**src/rtl/adc_regbank_pkg.sv**
```systemverilog
package adc_regbank_pkg;

  localparam int OFF_CHAN = 'h08;
  localparam int OFF_STAT = 'h0C;
  localparam int OFF_RES  = 'h10;
  localparam int OFF_RST  = 'h14;
  localparam int OFF_GAIN = 'h30;
  localparam int OFF_OFFS = 'h34;

  typedef enum logic [2:0] {
    SEL_NONE, SEL_CHAN, SEL_STAT, SEL_RES, SEL_GAIN, SEL_OFFS
  } rdSel_t;

  typedef struct packed {
    logic   wrChan;
    logic   wrGain;
    logic   wrOffs;
    logic   softRst;
    logic   rdResult;
    logic   rdEn;
    rdSel_t rdSel;
  } ctrlStrobe_t;

endpackage

```
**src/rtl/adc_regbank_ctrl.sv**
```systemverilog
module adc_regbank_ctrl
  import adc_regbank_pkg::*;
#(
  parameter int ADDR_W = 8
) (
  input  logic [ADDR_W-1:0] busAddr,
  input  logic              busWr,
  input  logic              busRd,
  output ctrlStrobe_t       strobe
);

  logic hitChan, hitStat, hitRes, hitRst, hitGain, hitOffs;

  assign hitChan = (busAddr == ADDR_W'(OFF_CHAN));
  assign hitStat = (busAddr == ADDR_W'(OFF_STAT));
  assign hitRes  = (busAddr == ADDR_W'(OFF_RES));
  assign hitRst  = (busAddr == ADDR_W'(OFF_RST));
  assign hitGain = (busAddr == ADDR_W'(OFF_GAIN));
  assign hitOffs = (busAddr == ADDR_W'(OFF_OFFS));

  always_comb begin
    strobe          = '0;
    strobe.wrChan   = busWr && hitChan;
    strobe.wrGain   = busWr && hitGain;
    strobe.wrOffs   = busWr && hitOffs;
    strobe.softRst  = busWr && hitRst;
    strobe.rdResult = busRd && hitRes;
    strobe.rdEn     = busRd;
    if      (hitChan) strobe.rdSel = SEL_CHAN;
    else if (hitStat) strobe.rdSel = SEL_STAT;
    else if (hitRes)  strobe.rdSel = SEL_RES;
    else if (hitGain) strobe.rdSel = SEL_GAIN;
    else if (hitOffs) strobe.rdSel = SEL_OFFS;
    else              strobe.rdSel = SEL_NONE;
  end

endmodule

```
**src/rtl/adc_regbank_dp.sv**
```systemverilog
module adc_regbank_dp
  import adc_regbank_pkg::*;
#(
  parameter int DATA_W   = 32,
  parameter int RES_W    = 12,
  parameter int CHAN_W   = 5,
  parameter int CAL_W    = 10,
  parameter int CHAN_RST = 1,
  parameter int CAL_RST  = 'h200
) (
  input  logic              clk,
  input  logic              rstN,
  input  ctrlStrobe_t       strobe,
  input  logic [DATA_W-1:0] wdata,
  input  logic              engDone,
  input  logic [RES_W-1:0]  engResult,
  output logic [DATA_W-1:0] rdata,
  output logic              readyFlag
);

  localparam logic [CHAN_W-1:0] CHAN_DEF = CHAN_W'(CHAN_RST);
  localparam logic [CAL_W-1:0]  CAL_DEF  = CAL_W'(CAL_RST);

  logic [CHAN_W-1:0] chanSel;
  logic [CAL_W-1:0]  gainCal, offsCal;
  logic [RES_W-1:0]  resultReg;
  logic              ready;
  logic [DATA_W-1:0] rdMux;

  always_ff @(posedge clk) begin
    if (!rstN || strobe.softRst) begin
      chanSel   <= CHAN_DEF;
      gainCal   <= CAL_DEF;
      offsCal   <= CAL_DEF;
      resultReg <= '0;
      ready     <= 1'b0;
    end else begin
      if (strobe.wrChan) chanSel <= wdata[CHAN_W-1:0];
      if (strobe.wrGain) gainCal <= wdata[CAL_W-1:0];
      if (strobe.wrOffs) offsCal <= wdata[CAL_W-1:0];
      if (engDone) resultReg <= engResult;
      if (engDone)              ready <= 1'b1;
      else if (strobe.rdResult) ready <= 1'b0;
    end
  end

  always_comb begin
    unique case (strobe.rdSel)
      SEL_CHAN: rdMux = DATA_W'(chanSel);
      SEL_STAT: rdMux = DATA_W'(ready);
      SEL_RES:  rdMux = DATA_W'(resultReg);
      SEL_GAIN: rdMux = DATA_W'(gainCal);
      SEL_OFFS: rdMux = DATA_W'(offsCal);
      default:  rdMux = '0;
    endcase
  end

  always_ff @(posedge clk) begin
    if (!rstN)            rdata <= '0;
    else if (strobe.rdEn) rdata <= rdMux;
  end

  assign readyFlag = ready;

endmodule

```
**src/rtl/adc_regbank.sv**
```systemverilog
module adc_regbank
  import adc_regbank_pkg::*;
#(
  parameter int ADDR_W = 8,
  parameter int DATA_W = 32,
  parameter int RES_W  = 12
) (
  input  logic              clk,
  input  logic              rstN,
  input  logic [ADDR_W-1:0] busAddr,
  input  logic              busWr,
  input  logic              busRd,
  input  logic [DATA_W-1:0] busWdata,
  output logic [DATA_W-1:0] busRdata,
  input  logic              engBusy,
  input  logic              engDone,
  input  logic [RES_W-1:0]  engResult,
  input  logic              busyPinEn,
  output logic              busyPin,
  output logic              adcIrq
);

  ctrlStrobe_t strobe;

  adc_regbank_ctrl #(.ADDR_W(ADDR_W)) ctrl (
    .busAddr(busAddr),
    .busWr  (busWr),
    .busRd  (busRd),
    .strobe (strobe)
  );

  adc_regbank_dp #(.DATA_W(DATA_W), .RES_W(RES_W)) dp (
    .clk      (clk),
    .rstN     (rstN),
    .strobe   (strobe),
    .wdata    (busWdata),
    .engDone  (engDone),
    .engResult(engResult),
    .rdata    (busRdata),
    .readyFlag(adcIrq)
  );

  assign busyPin = engBusy && busyPinEn;

endmodule

```
**config.mk**
```make
export PLATFORM = sky130hd
export DESIGN_NAME = adc_regbank
export DESIGN_NICKNAME = d
export VERILOG_FILES = /design/src/rtl/adc_regbank_pkg.sv /design/src/rtl/adc_regbank_ctrl.sv /design/src/rtl/adc_regbank_dp.sv /design/src/rtl/adc_regbank.sv
export SDC_FILE = /design/constraint.sdc
export NUM_CORES = 1
export LEC_CHECK = 0
export CAP_MARGIN = 10
export CORE_UTILIZATION = 43
export DETAILED_ROUTE_END_ITERATION = 16
export PLACE_DENSITY = 0.8
export RECOVER_POWER = 100
export SETUP_SLACK_MARGIN = 0.4
export SYNTH_ARGS = -nofsm -noshare
export SYNTH_HDL_FRONTEND = slang
export SYNTH_SLANG_ARGS = --single-unit
```
**constraint.sdc**
```tcl
create_clock -name clk -period 1.8 [get_ports clk]
set_input_delay 0.18 -clock clk [delete_from_list [all_inputs] [get_ports clk]]
set_output_delay 0.18 -clock clk [all_outputs]
set_load 0.005 [all_outputs]
```
### Yosys cells after proc, flatten, opt, wreduce, memory -nomap -nowiden

Cells that the tools add are included.

| storage, ports and cells | value |
|---|---|
| register bits | 70 |
| logic and storage cells | 34 |

| cells by class | value |
|---|---|
| equal/unequal tests | 11 |
| multiplexer cells | 8 |
| reductions and logical operators | 9 |

Operators with widths:

| operator | count |
|---|---|
| one-hot mux 12 bit (5 select lines) | 1 |
| equality test 8 x 4 -> 1 bit (second input constant) | 2 |
| equality test 8 x 5 -> 1 bit (second input constant) | 2 |
| equality test 8 x 6 -> 1 bit (second input constant) | 2 |
| 2-to-1 mux 3 bit | 5 |
| equality test 3 x 2 -> 1 bit (second input constant) | 2 |
| equality test 3 bit (second input constant) | 2 |
| logical AND 1 bit | 6 |
| equality test 3 x 1 -> 1 bit (second input constant) | 1 |
| 2-to-1 mux 1 bit | 2 |
| nonzero test 2 bit | 1 |
| zero test 1 bit | 1 |
| logical OR 1 bit | 1 |

### Longest topological paths before layout

| logic depth | value |
|---|---|
| word-level depth | 8 |
| depth in mapped cells | 7 |
| depth with buffers taken out | 4 |

### Hierarchy

A second synthesis with hierarchy kept.

| unflattened totals | value |
|---|---|
| cell total of the unflattened synthesis | 242 |
| area total of the unflattened synthesis | 2392.3 µm² |

By module, submodules not included:

| module | instances | cells each | area each (µm²) | sequential area each (µm²) |
|---|---|---|---|---|
| adc_regbank_dp | 1 | 220 | 2224.6 | 1001.0 |
| adc_regbank_ctrl | 1 | 21 | 161.4 | 0.0 |
| adc_regbank | 1 | 1 | 6.3 | 0.0 |

### Least setup slack after synthesis

No wires, ideal clock.

| timing | value |
|---|---|
| path type | input-to-reg |
| from | input busAddr[1] |
| to | register dp.gainCal[9] |
| setup time | 120 ps |
| arrival | 1201 ps |
| path slack | 480 ps |
| cell stages on the path | 4 |
| path buffers | 1 |
| path through | nor4_4 -> nand4_1 -> buf_6 -> a211o_1 |

| between the ends | value |
|---|---|
| cells in the longest elaborated chain, start to end | 3 |

RTL lines:

| element | RTL line | RTL |
|---|---|---|
| start, declared | adc_regbank.sv:10 | `input logic [ADDR_W-1:0] busAddr,` |
| equality test 8 x 5 -> 1 bit | adc_regbank_ctrl.sv:17 | `assign hitRst = (busAddr == ADDR_W'(OFF_RST));` |
| logical AND 1 bit | adc_regbank_ctrl.sv:26 | `strobe.softRst = busWr && hitRst;` |
| logical OR 1 bit | adc_regbank_dp.sv:31 | `if (!rstN \|\| strobe.softRst) begin` |
| end signal, assigned | adc_regbank_dp.sv:39 | `if (strobe.wrGain) gainCal <= wdata[CAL_W-1:0];` |
| end, declared | adc_regbank_dp.sv:25 | `logic [CAL_W-1:0] gainCal, offsCal;` |

Parallel ways exist; a longest one is shown, timed or not.
A chain may end at the register's enable or synchronous reset.

### Worst setup path after layout

| timing | value |
|---|---|
| from | input busAddr[6] |
| to | register dp.gainCal[2] |

The elaborated chain is that of the path after synthesis.

==> reports/results.env <==
MAX_CLOCK_FREQ_MHz=687
CORE-AREA_MM2=0.00511
WL_MET2_UM=2780
FILL_CELLS=465
GRT_PASS1_VIAS=1842
LEAKAGE_uW=0.00140
PLACEMENTROWS=26
HPWLAFTERDP_UM=3440
NETS=367
YS.FLOP_TYPE='sky130_fd_sc_hd__dfxtp_1'
CRIT_PATH_END_KIND='flip-flop'
CTS_NUM_SINKS=50
POST-ROUTE-CELL-AREA_MM2=0.00303
NETLIST.AREA_LEADER.SHARE=0.437
SYNTHDISTINCTLIBCELLS=31
HOLD_DEPTH=4
GRT_USE_TOTAL=0.205
FINALMAXSLEWVIOLATIONS=0
INITIAL_UTILIZATION=0.449
VIA_TOTAL_AFTER_DETAILED_ROUTING=1917
SETUP_VIOL_COUNT_FINAL=0
WORST_R2R_PATH_DEPTH=3
OUTCOME='finished, final reports clean'
CTS_TREE='built'
CRITICAL_PATH_REQUIRED_PS=2000
ANTENNA_CELLS_INSERTED=0
LAYOUT-AREA-OVERHEAD-VS-SYNTH_PCT=32.3
PLACE.PORT_BUFFERS=50
TOP_LAYER='met4'
SYN_AREA_MM2=0.00229
NUMCTSBUFFERS=5
FINALCLOCKSKEW_PS=4.44
FLOORPLAN.IO_PINS=93
CRIT_PATH_DAT_PS=1650
WORST-SLEW-PIN-TRANSITION_PS=643
ROUTE.DETAILED.WL_PER_INST_UM=14.3
DRT.ANTENNA.VIOLATING_NETS=0
DIEHEIGHT_UM=75.0
RSZ0062_AT_GRT='no'
HP-CLASS='in2reg'
SYNTH-EDFF-COUNT=0
FINALHOLDVIOLCOUNT=0
DRT_PRE_ANTENNA_ITERS=4
STARTPOINT_CLASS='primary input'
SYNTH_SEQUENTIAL_AREA_RATIO=0.437
MIN_PERIOD_PS=1460
FIN_CRIT_SHARE=0.809
GRT_MAX_DEGREE=20
DIE_X_UM=75.0
MET1_LENGTH_UM=2210
HTREEDEPTH=2
SYNTHESIS.YOSYS.WARNINGS=0
MAXCAPVIOLATIONS=0
CELLPOWERDENSITY_mW_PER_MM2=696
YS_TOP_CELLS_BY_AREA='sky130_fd_sc_hd__dfxtp_1 44%, sky130_fd_sc_hd__mux2i_1 17%, sky130_fd_sc_hd__buf_4 7.2%, sky130_fd_sc_hd__nor2_1 5.9%, sky130_fd_sc_hd__nand2_1 2.8%'
VIA_PER_INST=5.06
FINAL_UTIL=0.594
POSTCTSHOLDBUFS=0
POWER_CONSUMPTION_uW=2110
SYNTH_SEQ_CELLS=50
GRT_FIRST_PASS_WIRELENGTH_UM=8470
DRC=0
FINALWIRELENGTH_UM=5410
PATH_MAX_FANOUT=19
POSTSYNTH.ASYNCRESETSHARE=0
POSTSYNTHCELLCOUNT=244
CTS_BUFFER_DEPTH=2
INITIALDRTVIOLATIONCOUNT=102
DRIVE_GT1_FRAC=0.120
SYNTH.AVG_CELL_AREA_UM2=9.39
WORSTSETUPPATHTYPE='in2reg'
GRT_ANTENNA_BEFORE_REPAIR=0
WORSTSKEWPAIRLATENCY_PS=300
PLACEMENT.CELL_AREA_MM2=0.00284
CTS_ROOT_BUF='sky130_fd_sc_hd__clkbuf_8'
FLOORPLAN.DIE_AREA_MM2=0.00563
IRDROPWORSTVDD_mV=0.405
GRT_REMAINING_OVERFLOW=0
CLK_PIN_SLEW_PS=90
TIMING.SLEW.HEADROOM=0.571
POST-SYNTH-TOP-AREA-CELL='sky130_fd_sc_hd__dfxtp_1'
FINALWEIGHTEDCONGESTION=0.778
WL_MET3_UM=328
-- critical path: stages --
cell,delay (ps)
sky130_fd_sc_hd__clkdlybuf4s15_2,170
sky130_fd_sc_hd__nor4_1,180
sky130_fd_sc_hd__clkbuf_1,190
sky130_fd_sc_hd__clkbuf_1,140
sky130_fd_sc_hd__nand3_1,140
sky130_fd_sc_hd__o21ai_4,190
sky130_fd_sc_hd__clkbuf_4,160
sky130_fd_sc_hd__buf_6,100
sky130_fd_sc_hd__buf_16,140
sky130_fd_sc_hd__nor2_1,50
-- synthesized netlist by cell type (2+ instances only) --
| cell | number |
|---|---|
| sky130_fd_sc_hd__and2_1 | 2 |
| sky130_fd_sc_hd__buf_6 | 4 |
| sky130_fd_sc_hd__o2bb2ai_1 | 5 |
| sky130_fd_sc_hd__nor2b_1 | 8 |
| sky130_fd_sc_hd__a22oi_1 | 4 |
| sky130_fd_sc_hd__buf_4 | 22 |
| sky130_fd_sc_hd__nand4_1 | 4 |
| sky130_fd_sc_hd__nand3_1 | 7 |
| sky130_fd_sc_hd__dfxtp_1 | 50 |
| sky130_fd_sc_hd__nand2_1 | 17 |
| sky130_fd_sc_hd__a22o_1 | 5 |
| sky130_fd_sc_hd__buf_2 | 4 |
| sky130_fd_sc_hd__o21ai_0 | 10 |
| sky130_fd_sc_hd__mux2i_1 | 40 |
| sky130_fd_sc_hd__clkbuf_1 | 4 |
| sky130_fd_sc_hd__a211o_1 | 2 |
| sky130_fd_sc_hd__a21oi_1 | 7 |
| sky130_fd_sc_hd__nor2_1 | 36 |
-- stage by stage --
stage               std cells  hold slack [ps]  setup TNS (ps)  setup WS [ps]
floorplan                 263              308               0            480
global placement          364              440           -2120          -59.6
detailed placement        364              442           -2360          -76.5
CTS                       379              463               0            403
global route              379              466               0            219
finish                    379              428               0            344
-- report_power, final --
group          internal [uW]  leakage (uW)  switching [uW]
clock network            353     0.0000544             367
logic                    142      0.000941             116
registers               1120      0.000406            9.81
-- final cells by class --
class / instances / area, um2 / area share
multi-input combinational: 177 / 1110 / 0.367
sequential: 50 / 1000 / 0.330
timing repair buffer: 73 / 722 / 0.238
clock buffer: 7 / 96.3 / 0.0318
tap: 70 / 87.6 / 0.0289
clock inverter: 1 / 8.76 / 0.00289
inverter: 1 / 3.75 / 0.00124
-- what timing repair did --
action | CTS | global route
pin swaps | 2 | 3
endpoints found under the setup margin | 49 | 38
cloned | 2 | 0
setup buffers | 5 | 0
resized for setup | 21 | 11
-- kinds of logic after synthesis --
logic type / Yosys count / synth area share
other cells: 1 / 0.00164
compound gates: 36 / 0.105
simple gates: 80 / 0.166
mux: 41 / 0.180
buf+inv: 36 / 0.110
flops: 50 / 0.437
-- layer usage --
| metal | GRT usage | vias to the layer above |
|---|---|---|
| met1 | 0.252 | 901 |
| li1 | - | 930 |
| met5 | 0 | - |
| met3 | 0.0415 | 6 |
| met2 | 0.352 | 80 |
| met4 | 0.0776 | 0 |
-- registers in the layout, summed over array words and instances, names as in the netlist --
signal / count
dp.gainCal: 10
dp.offsCal: 10
dp.chanSel: 5
dp.resultReg: 12
dp.rdata: 12
dp.readyFlag: 1
-- cell usage in the layout (no fill, tap or decap), drive strengths merged, types with 4 or more instances in the layout --
cell and count:
dfxtp 50, mux2i 40, nor2 36, clkdlybuf4s50 24
conb 20, nand2 17, buf 17, dlygate4sd3 16
clkbuf 15, o21ai 11, nor2b 8, nand3 7
a21oi 7, a22o 5, o2bb2ai 5, nand4 4
a22oi 4, dlygate4sd2 4
-- path summary, 6_finish.rpt --
check | startpoint | endpoint | slack [ps]
min | busWr | dp.chanSel[3] | 430
min reg2reg | dp.rdata[1] | dp.rdata[1] | 450
max | busAddr[6] | dp.gainCal[2] | 340
max reg2reg | dp.readyFlag | dp.rdata[0] | 790
Power figures use the tool's default switching activity.
